## config.mk

```make
export PLATFORM = sky130hd
export DESIGN_NAME = csr_rmw_unit
export DESIGN_NICKNAME = d
export VERILOG_FILES = /design/src/rtl/csr_rmw_pkg.sv /design/src/rtl/csr_decode.sv /design/src/rtl/csr_alu.sv /design/src/rtl/csr_file.sv /design/src/rtl/csr_rmw_unit.sv
export SDC_FILE = /design/constraint.sdc
export NUM_CORES = 1
export LEC_CHECK = 0
export BUFFER_PORTS_ARGS = -buffer_cell sky130_fd_sc_hd__buf_2
export CAP_MARGIN = 15
export CORE_MARGIN = 2
export CORE_UTILIZATION = 49
export CTS_CLUSTER_SIZE = 28
export DETAILED_ROUTE_END_ITERATION = 8
export PLACE_DENSITY = 0.78
export REMOVE_ABC_BUFFERS = 1
export SYNTH_ARGS = -nofsm -noshare
export SYNTH_HDL_FRONTEND = slang
export SYNTH_SLANG_ARGS = --single-unit
```

## constraint.sdc

```tcl
create_clock -name clk -period 4.2 [get_ports clk]
set_clock_uncertainty 0.1 [all_clocks]
set_input_delay 0 -clock clk [delete_from_list [all_inputs] [get_ports clk]]
set_output_delay 0 -clock clk [all_outputs]
set_load 0.02 [all_outputs]
```

## src/rtl/csr_rmw_pkg.sv

```systemverilog
package csr_rmw_pkg;

  localparam logic [6:0] SYSTEM_OPCODE = 7'b1110011;

  typedef enum logic [1:0] {
    CK_NONE  = 2'b00,
    CK_SWAP  = 2'b01,
    CK_SET   = 2'b10,
    CK_CLEAR = 2'b11
  } csr_kind_e;

endpackage

```

## src/rtl/csr_decode.sv

```systemverilog
module csr_decode
  import csr_rmw_pkg::*;
#(
  parameter int IDX_W = 5
) (
  input  logic             clk,
  input  logic             rst_n,
  input  logic             op_valid,
  input  logic [6:0]       opcode,
  input  logic [2:0]       funct3,
  input  logic [IDX_W-1:0] rs1_idx,
  input  logic [IDX_W-1:0] rd_idx,
  output csr_kind_e        kind,
  output logic             use_imm,
  output logic             csr_read,
  output logic             csr_write
);

  logic is_csr;
  logic rd_zero;
  logic rs1_zero;

  assign is_csr   = op_valid && (opcode == SYSTEM_OPCODE);
  assign rd_zero  = (rd_idx == '0);
  assign rs1_zero = (rs1_idx == '0);
  assign use_imm  = funct3[2];

  always_comb begin
    kind      = CK_NONE;
    csr_read  = 1'b0;
    csr_write = 1'b0;
    if (is_csr) begin
      unique case (funct3[1:0])
        2'b01: begin
          kind      = CK_SWAP;
          csr_read  = !rd_zero;
          csr_write = 1'b1;
        end
        2'b10: begin
          kind      = CK_SET;
          csr_read  = 1'b1;
          csr_write = !rs1_zero;
        end
        2'b11: begin
          kind      = CK_CLEAR;
          csr_read  = 1'b1;
          csr_write = !rs1_zero;
        end
        default: begin
          kind      = CK_NONE;
          csr_read  = 1'b0;
          csr_write = 1'b0;
        end
      endcase
    end
  end

  // nothing is enabled unless a valid CSR-opcode instruction is present
  p_quiet_when_not_csr_r2: assert property (@(posedge clk) disable iff (!rst_n)
    !(op_valid && opcode == SYSTEM_OPCODE) |-> (!csr_read && !csr_write));

  // set or clear with a zero rs1 field never writes
  p_setclr_no_write_r8: assert property (@(posedge clk) disable iff (!rst_n)
    (funct3[1] && rs1_idx == '0) |-> !csr_write);

  // reserved funct3 values do nothing
  p_reserved_funct3_r9: assert property (@(posedge clk) disable iff (!rst_n)
    (funct3[1:0] == 2'b00) |-> (!csr_read && !csr_write));

endmodule

```

## src/rtl/csr_alu.sv

```systemverilog
module csr_alu
  import csr_rmw_pkg::*;
#(
  parameter int XLEN  = 32,
  parameter int IDX_W = 5
) (
  input  logic             clk,
  input  logic             rst_n,
  input  csr_kind_e        kind,
  input  logic             use_imm,
  input  logic [IDX_W-1:0] rs1_idx,
  input  logic [XLEN-1:0]  rs1_val,
  input  logic [XLEN-1:0]  old_val,
  output logic [XLEN-1:0]  new_val
);

  localparam int PAD_W = XLEN - IDX_W;

  logic [XLEN-1:0] operand;

  assign operand = use_imm ? {{PAD_W{1'b0}}, rs1_idx} : rs1_val;

  always_comb begin
    unique case (kind)
      CK_SWAP:  new_val = operand;
      CK_SET:   new_val = old_val | operand;
      CK_CLEAR: new_val = old_val & ~operand;
      default:  new_val = old_val;
    endcase
  end

  // set never drops a bit of the old value
  p_set_keeps_old_r6: assert property (@(posedge clk) disable iff (!rst_n)
    (kind == CK_SET) |-> ((new_val & old_val) == old_val));

  // clear never raises a bit that was not already set
  p_clear_no_new_bits_r7: assert property (@(posedge clk) disable iff (!rst_n)
    (kind == CK_CLEAR) |-> ((new_val & ~old_val) == '0));

  // an immediate operand cannot reach the upper bits on swap
  p_imm_upper_zero_r3: assert property (@(posedge clk) disable iff (!rst_n)
    (kind == CK_SWAP && use_imm) |-> (new_val[XLEN-1:IDX_W] == '0));

endmodule

```

## src/rtl/csr_file.sv

```systemverilog
module csr_file #(
  parameter int XLEN     = 32,
  parameter int NUM_REGS = 8,
  parameter int ADDR_W   = 12
) (
  input  logic              clk,
  input  logic              rst_n,
  input  logic [ADDR_W-1:0] addr,
  output logic [XLEN-1:0]   rdata,
  input  logic              we,
  input  logic [XLEN-1:0]   wdata
);

  localparam int SEL_W = (NUM_REGS > 1) ? $clog2(NUM_REGS) : 1;

  logic [NUM_REGS-1:0][XLEN-1:0] regs;
  logic [SEL_W-1:0]              sel;

  assign sel   = addr[SEL_W-1:0];
  assign rdata = regs[sel];

  for (genvar g = 0; g < NUM_REGS; g++) begin : g_reg
    always_ff @(posedge clk or negedge rst_n) begin
      if (!rst_n) begin
        regs[g] <= '0;
      end else if (we && sel == SEL_W'(g)) begin
        regs[g] <= wdata;
      end
    end
  end

  // a write lands in the selected entry at the next edge
  p_write_lands_r11: assert property (@(posedge clk) disable iff (!rst_n)
    we |=> (regs[$past(sel)] == $past(wdata)));

  // without a write enable the whole array holds
  p_hold_without_write_r8: assert property (@(posedge clk) disable iff (!rst_n)
    !we |=> $stable(regs));

  // a write touches no more than one entry
  p_single_entry_r10: assert property (@(posedge clk) disable iff (!rst_n)
    we |=> ($countones(regs ^ $past(regs)) <= XLEN));

endmodule

```

## src/rtl/csr_rmw_unit.sv

```systemverilog
module csr_rmw_unit
  import csr_rmw_pkg::*;
#(
  parameter int XLEN     = 32,
  parameter int NUM_REGS = 8,
  parameter int ADDR_W   = 12,
  parameter int IDX_W    = 5
) (
  input  logic              clk,
  input  logic              rst_n,
  input  logic              op_valid,
  input  logic [6:0]        opcode,
  input  logic [2:0]        funct3,
  input  logic [IDX_W-1:0]  rs1_idx,
  input  logic [IDX_W-1:0]  rd_idx,
  input  logic [XLEN-1:0]   rs1_val,
  input  logic [ADDR_W-1:0] csr_addr,
  output logic              rd_we,
  output logic [XLEN-1:0]   rd_rdata,
  output logic              csr_we,
  output logic [XLEN-1:0]   csr_wdata
);

  csr_kind_e       kind;
  logic            use_imm;
  logic            do_read;
  logic            do_write;
  logic [XLEN-1:0] old_val;
  logic [XLEN-1:0] new_val;

  csr_decode #(.IDX_W(IDX_W)) u_decode (
    .clk       (clk),
    .rst_n     (rst_n),
    .op_valid  (op_valid),
    .opcode    (opcode),
    .funct3    (funct3),
    .rs1_idx   (rs1_idx),
    .rd_idx    (rd_idx),
    .kind      (kind),
    .use_imm   (use_imm),
    .csr_read  (do_read),
    .csr_write (do_write)
  );

  csr_alu #(.XLEN(XLEN), .IDX_W(IDX_W)) u_alu (
    .clk     (clk),
    .rst_n   (rst_n),
    .kind    (kind),
    .use_imm (use_imm),
    .rs1_idx (rs1_idx),
    .rs1_val (rs1_val),
    .old_val (old_val),
    .new_val (new_val)
  );

  csr_file #(.XLEN(XLEN), .NUM_REGS(NUM_REGS), .ADDR_W(ADDR_W)) u_file (
    .clk   (clk),
    .rst_n (rst_n),
    .addr  (csr_addr),
    .rdata (old_val),
    .we    (do_write),
    .wdata (new_val)
  );

  assign rd_we     = do_read;
  assign rd_rdata  = do_read ? old_val : '0;
  assign csr_we    = do_write;
  assign csr_wdata = do_write ? new_val : '0;

  // a swap aimed at x0 produces no write-back
  p_swap_x0_no_rd_r5: assert property (@(posedge clk) disable iff (!rst_n)
    (op_valid && opcode == SYSTEM_OPCODE && funct3[1:0] == 2'b01 && rd_idx == '0)
      |-> (!rd_we && rd_rdata == '0));

  // a valid swap always writes the CSR
  p_swap_always_writes_r4: assert property (@(posedge clk) disable iff (!rst_n)
    (op_valid && opcode == SYSTEM_OPCODE && funct3[1:0] == 2'b01) |-> csr_we);

  // valid set or clear always hands the old value back
  p_setclr_reads_r6: assert property (@(posedge clk) disable iff (!rst_n)
    (op_valid && opcode == SYSTEM_OPCODE && funct3[1]) |-> rd_we);

endmodule

```

# == After elaboration in Yosys (flattened, before gate mapping) ==
# Index checks and enable logic that the tools add are counted.
# totals
ff_bits,256
inputBits,67
word_cells,53
# op_classes
order_cmp,1
eq_ne,14
mux,12
bitwise_logic,3
n_reduce_logical,15
# ops
operator,n
32-bit two-way mux,4
32-bit binary-select mux with 3-bit select,1
32-bit case mux with 3 select lines,1
32-bit AND,1
32-bit NOT,1
32-bit bitwise OR,1
3-bit == test (second input constant),4
5-bit zero test,2
1-bit logical AND,9
2-bit == test (second input constant),4
7-bit == test (second input constant),1
3-bit by 2-bit == test with 1-bit output (second input constant),2
2-bit case mux with 3 select lines,1
2-bit by 1-bit == test with 1-bit output (second input constant),2
3-bit by 4-bit less-than comparator with 1-bit output (second input constant),1
1-bit case mux with 2 select lines,2
3-bit by 1-bit == test with 1-bit output (second input constant),1
3-bit zero test,1
1-bit zero test,2
1-bit two-way mux,2
2-bit two-way mux,1
2-bit OR reduction,1

# == Longest topological paths before layout ==
# depth
depth_word,6
mapped_depth,9
mapped_depth_nobuf,5

# == Modules after synthesis ==
# Synthesis repeated with hierarchy kept, for this count alone.
# unflattened
cells_unflattened,1020
area_unflattened_um2,13091.3
# by_module_without_submodules
mod,instances,cells_per_inst,area_each_um2,seq_area_each_um2
csr_file,1,793,11522.3,6406.1
csr_alu,1,144,964.7,0.0
csr_rmw_unit,1,70,510.5,0.0
csr_decode,1,13,93.8,0.0

# == Worst setup path before layout ==
# OpenSTA, ideal clock, no wires.
# synth_path
path_type,input-to-reg
startpoint,in opcode[2]
endpoint,reg u_file.regs[110] (netlist bit)
setup_time_ps,125
arrival_time_ps,1581
required_ps,3975
path_slack_ps,2394
path_stages,6
n_path_buf,2
cell_sequence,and4bb_1 > buf_2 > o211ai_4 > nor4_4 > buf_6 > mux2_2
# synth_via
elab_chain_cells,5
elab_cells_between_ends,9
cone_classes,eq/ne (4); mux (3); reduce/logical (2)
# synth_rtl
element,line,text
"start, declared",csr_rmw_unit.sv:12,"input logic [6:0] opcode,"
7-bit == test *,csr_decode.sv:23,assign is_csr = op_valid && (opcode == SYSTEM_OPCODE);
1-bit logical AND *,csr_decode.sv:23,
2-bit two-way mux,csr_decode.sv:32,if (is_csr) begin
2-bit == test or 2-bit by 1-bit == test with 1-bit output (tied branches),csr_alu.sv:24,unique case (kind)
32-bit case mux with 3 select lines,csr_alu.sv:24,
"end signal, assigned by index",csr_file.sv:27,regs[g] <= wdata;
"end, declared",csr_file.sv:16,logic [NUM_REGS-1:0][XLEN-1:0] regs;
# Every way passes the cells marked *; elsewhere a longest branch is shown, timed or not.
# A chain may end at the register's enable or synchronous reset.

# == Final worst setup path ==
# layout_path
startpoint,in csr_addr[1]
endpoint,out csr_wdata[7]
# layout_via
elab_chain_cells,5
elab_cells_between_ends,6
cone_classes,mux (4); bitwise (2)
# layout_rtl
element,line,text
"start, declared",csr_rmw_unit.sv:17,"input logic [ADDR_W-1:0] csr_addr,"
32-bit binary-select mux with 3-bit select *,csr_file.sv:20,assign rdata = regs[sel];
32-bit two-way mux (not written as such) *,csr_file.sv:20,
32-bit AND or 32-bit bitwise OR (tied branches),"csr_alu.sv:27, csr_alu.sv:26",
32-bit case mux with 3 select lines *,csr_alu.sv:24,
32-bit two-way mux *,csr_rmw_unit.sv:68,assign csr_wdata = do_write ? new_val : '0;
"end, declared",csr_rmw_unit.sv:21,output logic [XLEN-1:0] csr_wdata
# Every way passes the cells marked *; elsewhere a longest branch is shown, timed or not. The select of a mux whose other input is x is not followed.

==> summary.md <==
| Metric | Value |
|---|---|
| Aggregate global-route resource usage | `around a quarter` |
| Yosys top cell area share | `47.7%` |
| Number of global-route vias before repair | `between 10000 and 15000` |
| TNS Setup | `0 ns` |
| Area delta synth->final | `13.9%` |
| Flop2flop setup slack | `~2.2 ns` |
| Cell Int Power | `roughly 0.0042 W` |
| FFs w/ async S/R, synth | `between 90% and 100%` |
| Post-route insts no fill | `1661` |
| Final wirelength | `34100 um` |
| Compound-cell area share of the yosys netlist | `about a tenth` |
| Initial Utilization | `49.8%` |
| Slew @ Worst Pin | `1.23 ns` |
| Largest Register | `u_file.regs` |
| Primary FF master, synth | `dfrtp_1` |
| Largest net degree at the start of global routing | `~130` |
| Crit-path slowest cell | `buf_4` |
| Fin crit share | `a little under three quarters` |
| Switching share of power | `a little under a quarter` |
| Combinational share of power | `8.0%` |
| DRT Pass-1 Iters | `5` |
| Worst Reg-to-Reg Cells | `5` |
| Launch point of the worst reg-to-reg path | `u_file.regs[112]` |
| Max-slew violation count | `0` |
| Multi-input gate area | `between 6000 and 7000 um^2` |
| GP Congestion | `0.746` |
| Setup violators final | `0` |
| Part of the power in registers | `46.4%` |
| Iter 0 DRT Violations | `between 700 and 800` |
| Worst Hold Launch | `rs1_idx[4]` |
| Min Hold Slack | `0.0159 ns` |
| Static Leakage | `7.33 nW` |
| DRC Markers | `0` |
| Rows | `60` |
| Max VDD drop | `329 uV` |
| Hold path cells | `5` |
| Fmax | `~0.34 GHz` |
| Max-Cap Viols | `0` |
| Clk sinks | `~260` |
| IO Count | `roughly 130` |
| WP data required | `just over 4 ns` |
| Synth warn | `0` |
| PortBufs | `around 120` |
| Vias | `around 9900` |
| Pwr Density | `353 nW/um^2` |
| Final worst setup slack | `approximately 1.2 ns` |
| Critical Path Most Common Cell | `buf_4` |
| Normalized max-slew margin | `18.1%` |
| Yosys cell types | `49` |
| Synth cell count leaders | `256 x dfrtp_1, 175 x mux2_2, 144 x nor2_1, 124 x a21oi_1, 74 x nand2_1` |
| Worst hold path type | `in -> reg` |
| Mapped Area | `~13000 um^2` |
| Post-Synth Simple-Gate Area | `between 10 and 15%` |
| Hold path endpoint | `u_file.regs[132]` |
| Sw power | `roughly 0.0012 W` |
| Fillers | `between 2000 and 2500` |
| N_diodes | `0` |
| Routed Antenna Nets | `0` |
| Count leader, synth | `dfrtp_1` |
| # H-tree levels | `1` |
| CTS root buffer | `clkbuf_16` |
| Reg clk slew, reported paths | `~0.060 ns` |
| Clock power share | `between 40% and 50%` |
| XOR/XNOR share of the synthesized area | `less than 1%` |
| Die ar. | `around 29000 um^2` |
| TritonCTS Buffers | `26` |
| Post-route minimum period | `about 3 ns` |
| Share of cells above drive strength 1 | `approximately 34%` |
| Chip Width | `about 170 um` |
| DIE HEIGHT | `roughly 170 um` |
| Worst path cell trace | `buf_4 > buf_4 > mux2i_1 > a32oi_1 > nand3_1 > or3_1 > a21oi_1 > buf_2` |
| Startpoint types | `input port` |
| Initial antenna violation count | `0` |
| Post-synthesis mux area share | `about a quarter` |
| Crit path DAT | `roughly 2.9 ns` |
| Clock Latency Late Sink | `0.53 ns` |
| Gate Count Post-Synth | `around 1200` |
| Synthesis-stage register bit count | `approximately 260` |
| Pre-CTS WS | `roughly 1.3 ns` |
| Sequential area share after synthesis | `between 40% and 50%` |
| Final hold violations | `0` |
| Largest registers | `u_file.regs (256)` |
| Synth area leader | `dfrtp_1` |
| CP max FO | `62` |
| RSZ-0062 raised after global routing | `no` |
| Wire per inst | `20.5 um` |
| Post-Synth Adder-Cell Area | `0%` |
| Via/cell ratio | `roughly 5.9` |
| Post-DP HPWL | `slightly above 20000 um` |
| R2R Path End | `u_file.regs[240]` |
| CP endpoint kind | `output port` |
| Dominant cells by area after synthesis | `dfrtp_1 48%, mux2_2 15%, mux4_2 5.2%, a21oi_1 4.6%, mux2i_1 4.5%` |
| Worst Path Buf+Inv | `3` |
| Post-synth EDFFs | `0` |
| Largest family of logic cells by synthesized area | `multiplexers` |
| Core Area | `27000 um^2` |
| First-pass GRT wire length | `between 50000 and 60000 um` |
| Max reg flops | `256` |
| Clock Tree Buf Depth | `3` |
| Crit path largest cell delay | `just under 0.7 ns` |
| FF/Latch Area | `6410 um^2` |
| NumNets Final | `1369` |
| Delay-heaviest family, CP | `buffers and inverters` |
| Grt ovf | `0` |
| Dpl cells | `between 1500 and 2000` |
| Crit path kind | `in -> out` |
| Outcome | `complete, no violations` |
| Avg Cell Area, Syn | `11.2 um^2` |
| CTS tree | `yes` |
[cell families after synthesis]
| family | Yosys count |
|---|---|
| AO/OA/AOI/OAI | 206 |
| XOR/XNOR | 1 |
| buffers and inverters | 99 |
| flip-flops | 256 |
| multiplexers | 268 |
| AND/OR/NAND/NOR | 367 |
[placed cells by master, fill, tap and decap left out, drive strengths merged, types with 10 or more instances in the layout]
cell	instances
a22oi	20
mux2	177
mux2i	60
nand3	21
mux4	31
a21oi	131
dfrtp	256
nand4	15
or3	20
a31oi	13
clkbuf	36
dlygate4sd3	16
nand2b	24
inv	10
nand2	74
nor2b	25
o21ai	29
nor2	154
buf	151
[power by group through the flow]
stage          Sequential, W  Clock, W  Combinational [W]
3_5_place_dp         0.00255         0           0.000417
4_1_cts              0.00251   0.00248           0.000432
5_1_grt              0.00251   0.00259           0.000475
6_report             0.00251   0.00246           0.000431
2_1_floorplan        0.00255         0           0.000219
3_3_place_gp         0.00255         0           0.000405
[how the worst max path moves through the flow]
stage,cells past startpoint,startpoint,end
2_1_floorplan,4,opcode[2],u_file.regs[10]
5_1_grt,8,csr_addr[1],csr_wdata[7]
3_3_place_gp,7,csr_addr[1],u_file.regs[196]
3_5_place_dp,7,csr_addr[1],u_file.regs[196]
6_report,8,csr_addr[1],csr_wdata[7]
4_1_cts,8,csr_addr[1],csr_wdata[7]
[cell type report]
type	count	area share [%]
clock buffer	36	4.97
clock inverter	10	1.02
inverter	9	0.221
multi-input combinational	842	42.5
sequential	256	41.9
tap	341	2.79
timing repair buffer	167	6.63
[metal layers]
metal | wire (um) | vias to the layer above | GRT usage (%) | part of all wire (%)
met1 | 15000 | 4991 | 33.1 | 44
met2 | 16300 | 310 | 40.2 | 48
met4 | 854 | 0 | 6.80 | 2.5
met5 | 0 | - | 0 | 0
met3 | 1970 | 63 | 3.24 | 5.8
li1 | - | 4494 | - | -
[what timing repair did]
| action | in CTS | in global routing |
|---|---|---|
| setup buffers | 0 | 0 |
| resized for setup | 0 | 0 |
| hold buffers | 16 | 0 |
| hold endpoints to repair | 208 | 0 |
[worst min-delay path, cell delays in order]
cell	delay, ns
buf_2	0.10
mux2i_1	0.08
nor2_1	0.19
nor2_4	0.10
a21oi_1	0.12
[through the flow]
step / power [W] / area, um^2 / utilization (%)
final: 0.00540 / 15300 / 56.8
after global routing: 0.00558 / 15300 / 56.8
after floorplan: 0.00277 / 12900 / -
after global placement: 0.00295 / 14200 / 52.8
after CTS: 0.00542 / 15300 / 56.8
after detailed placement: 0.00297 / 14200 / 52.8
(Power assumes the default switching activity.)
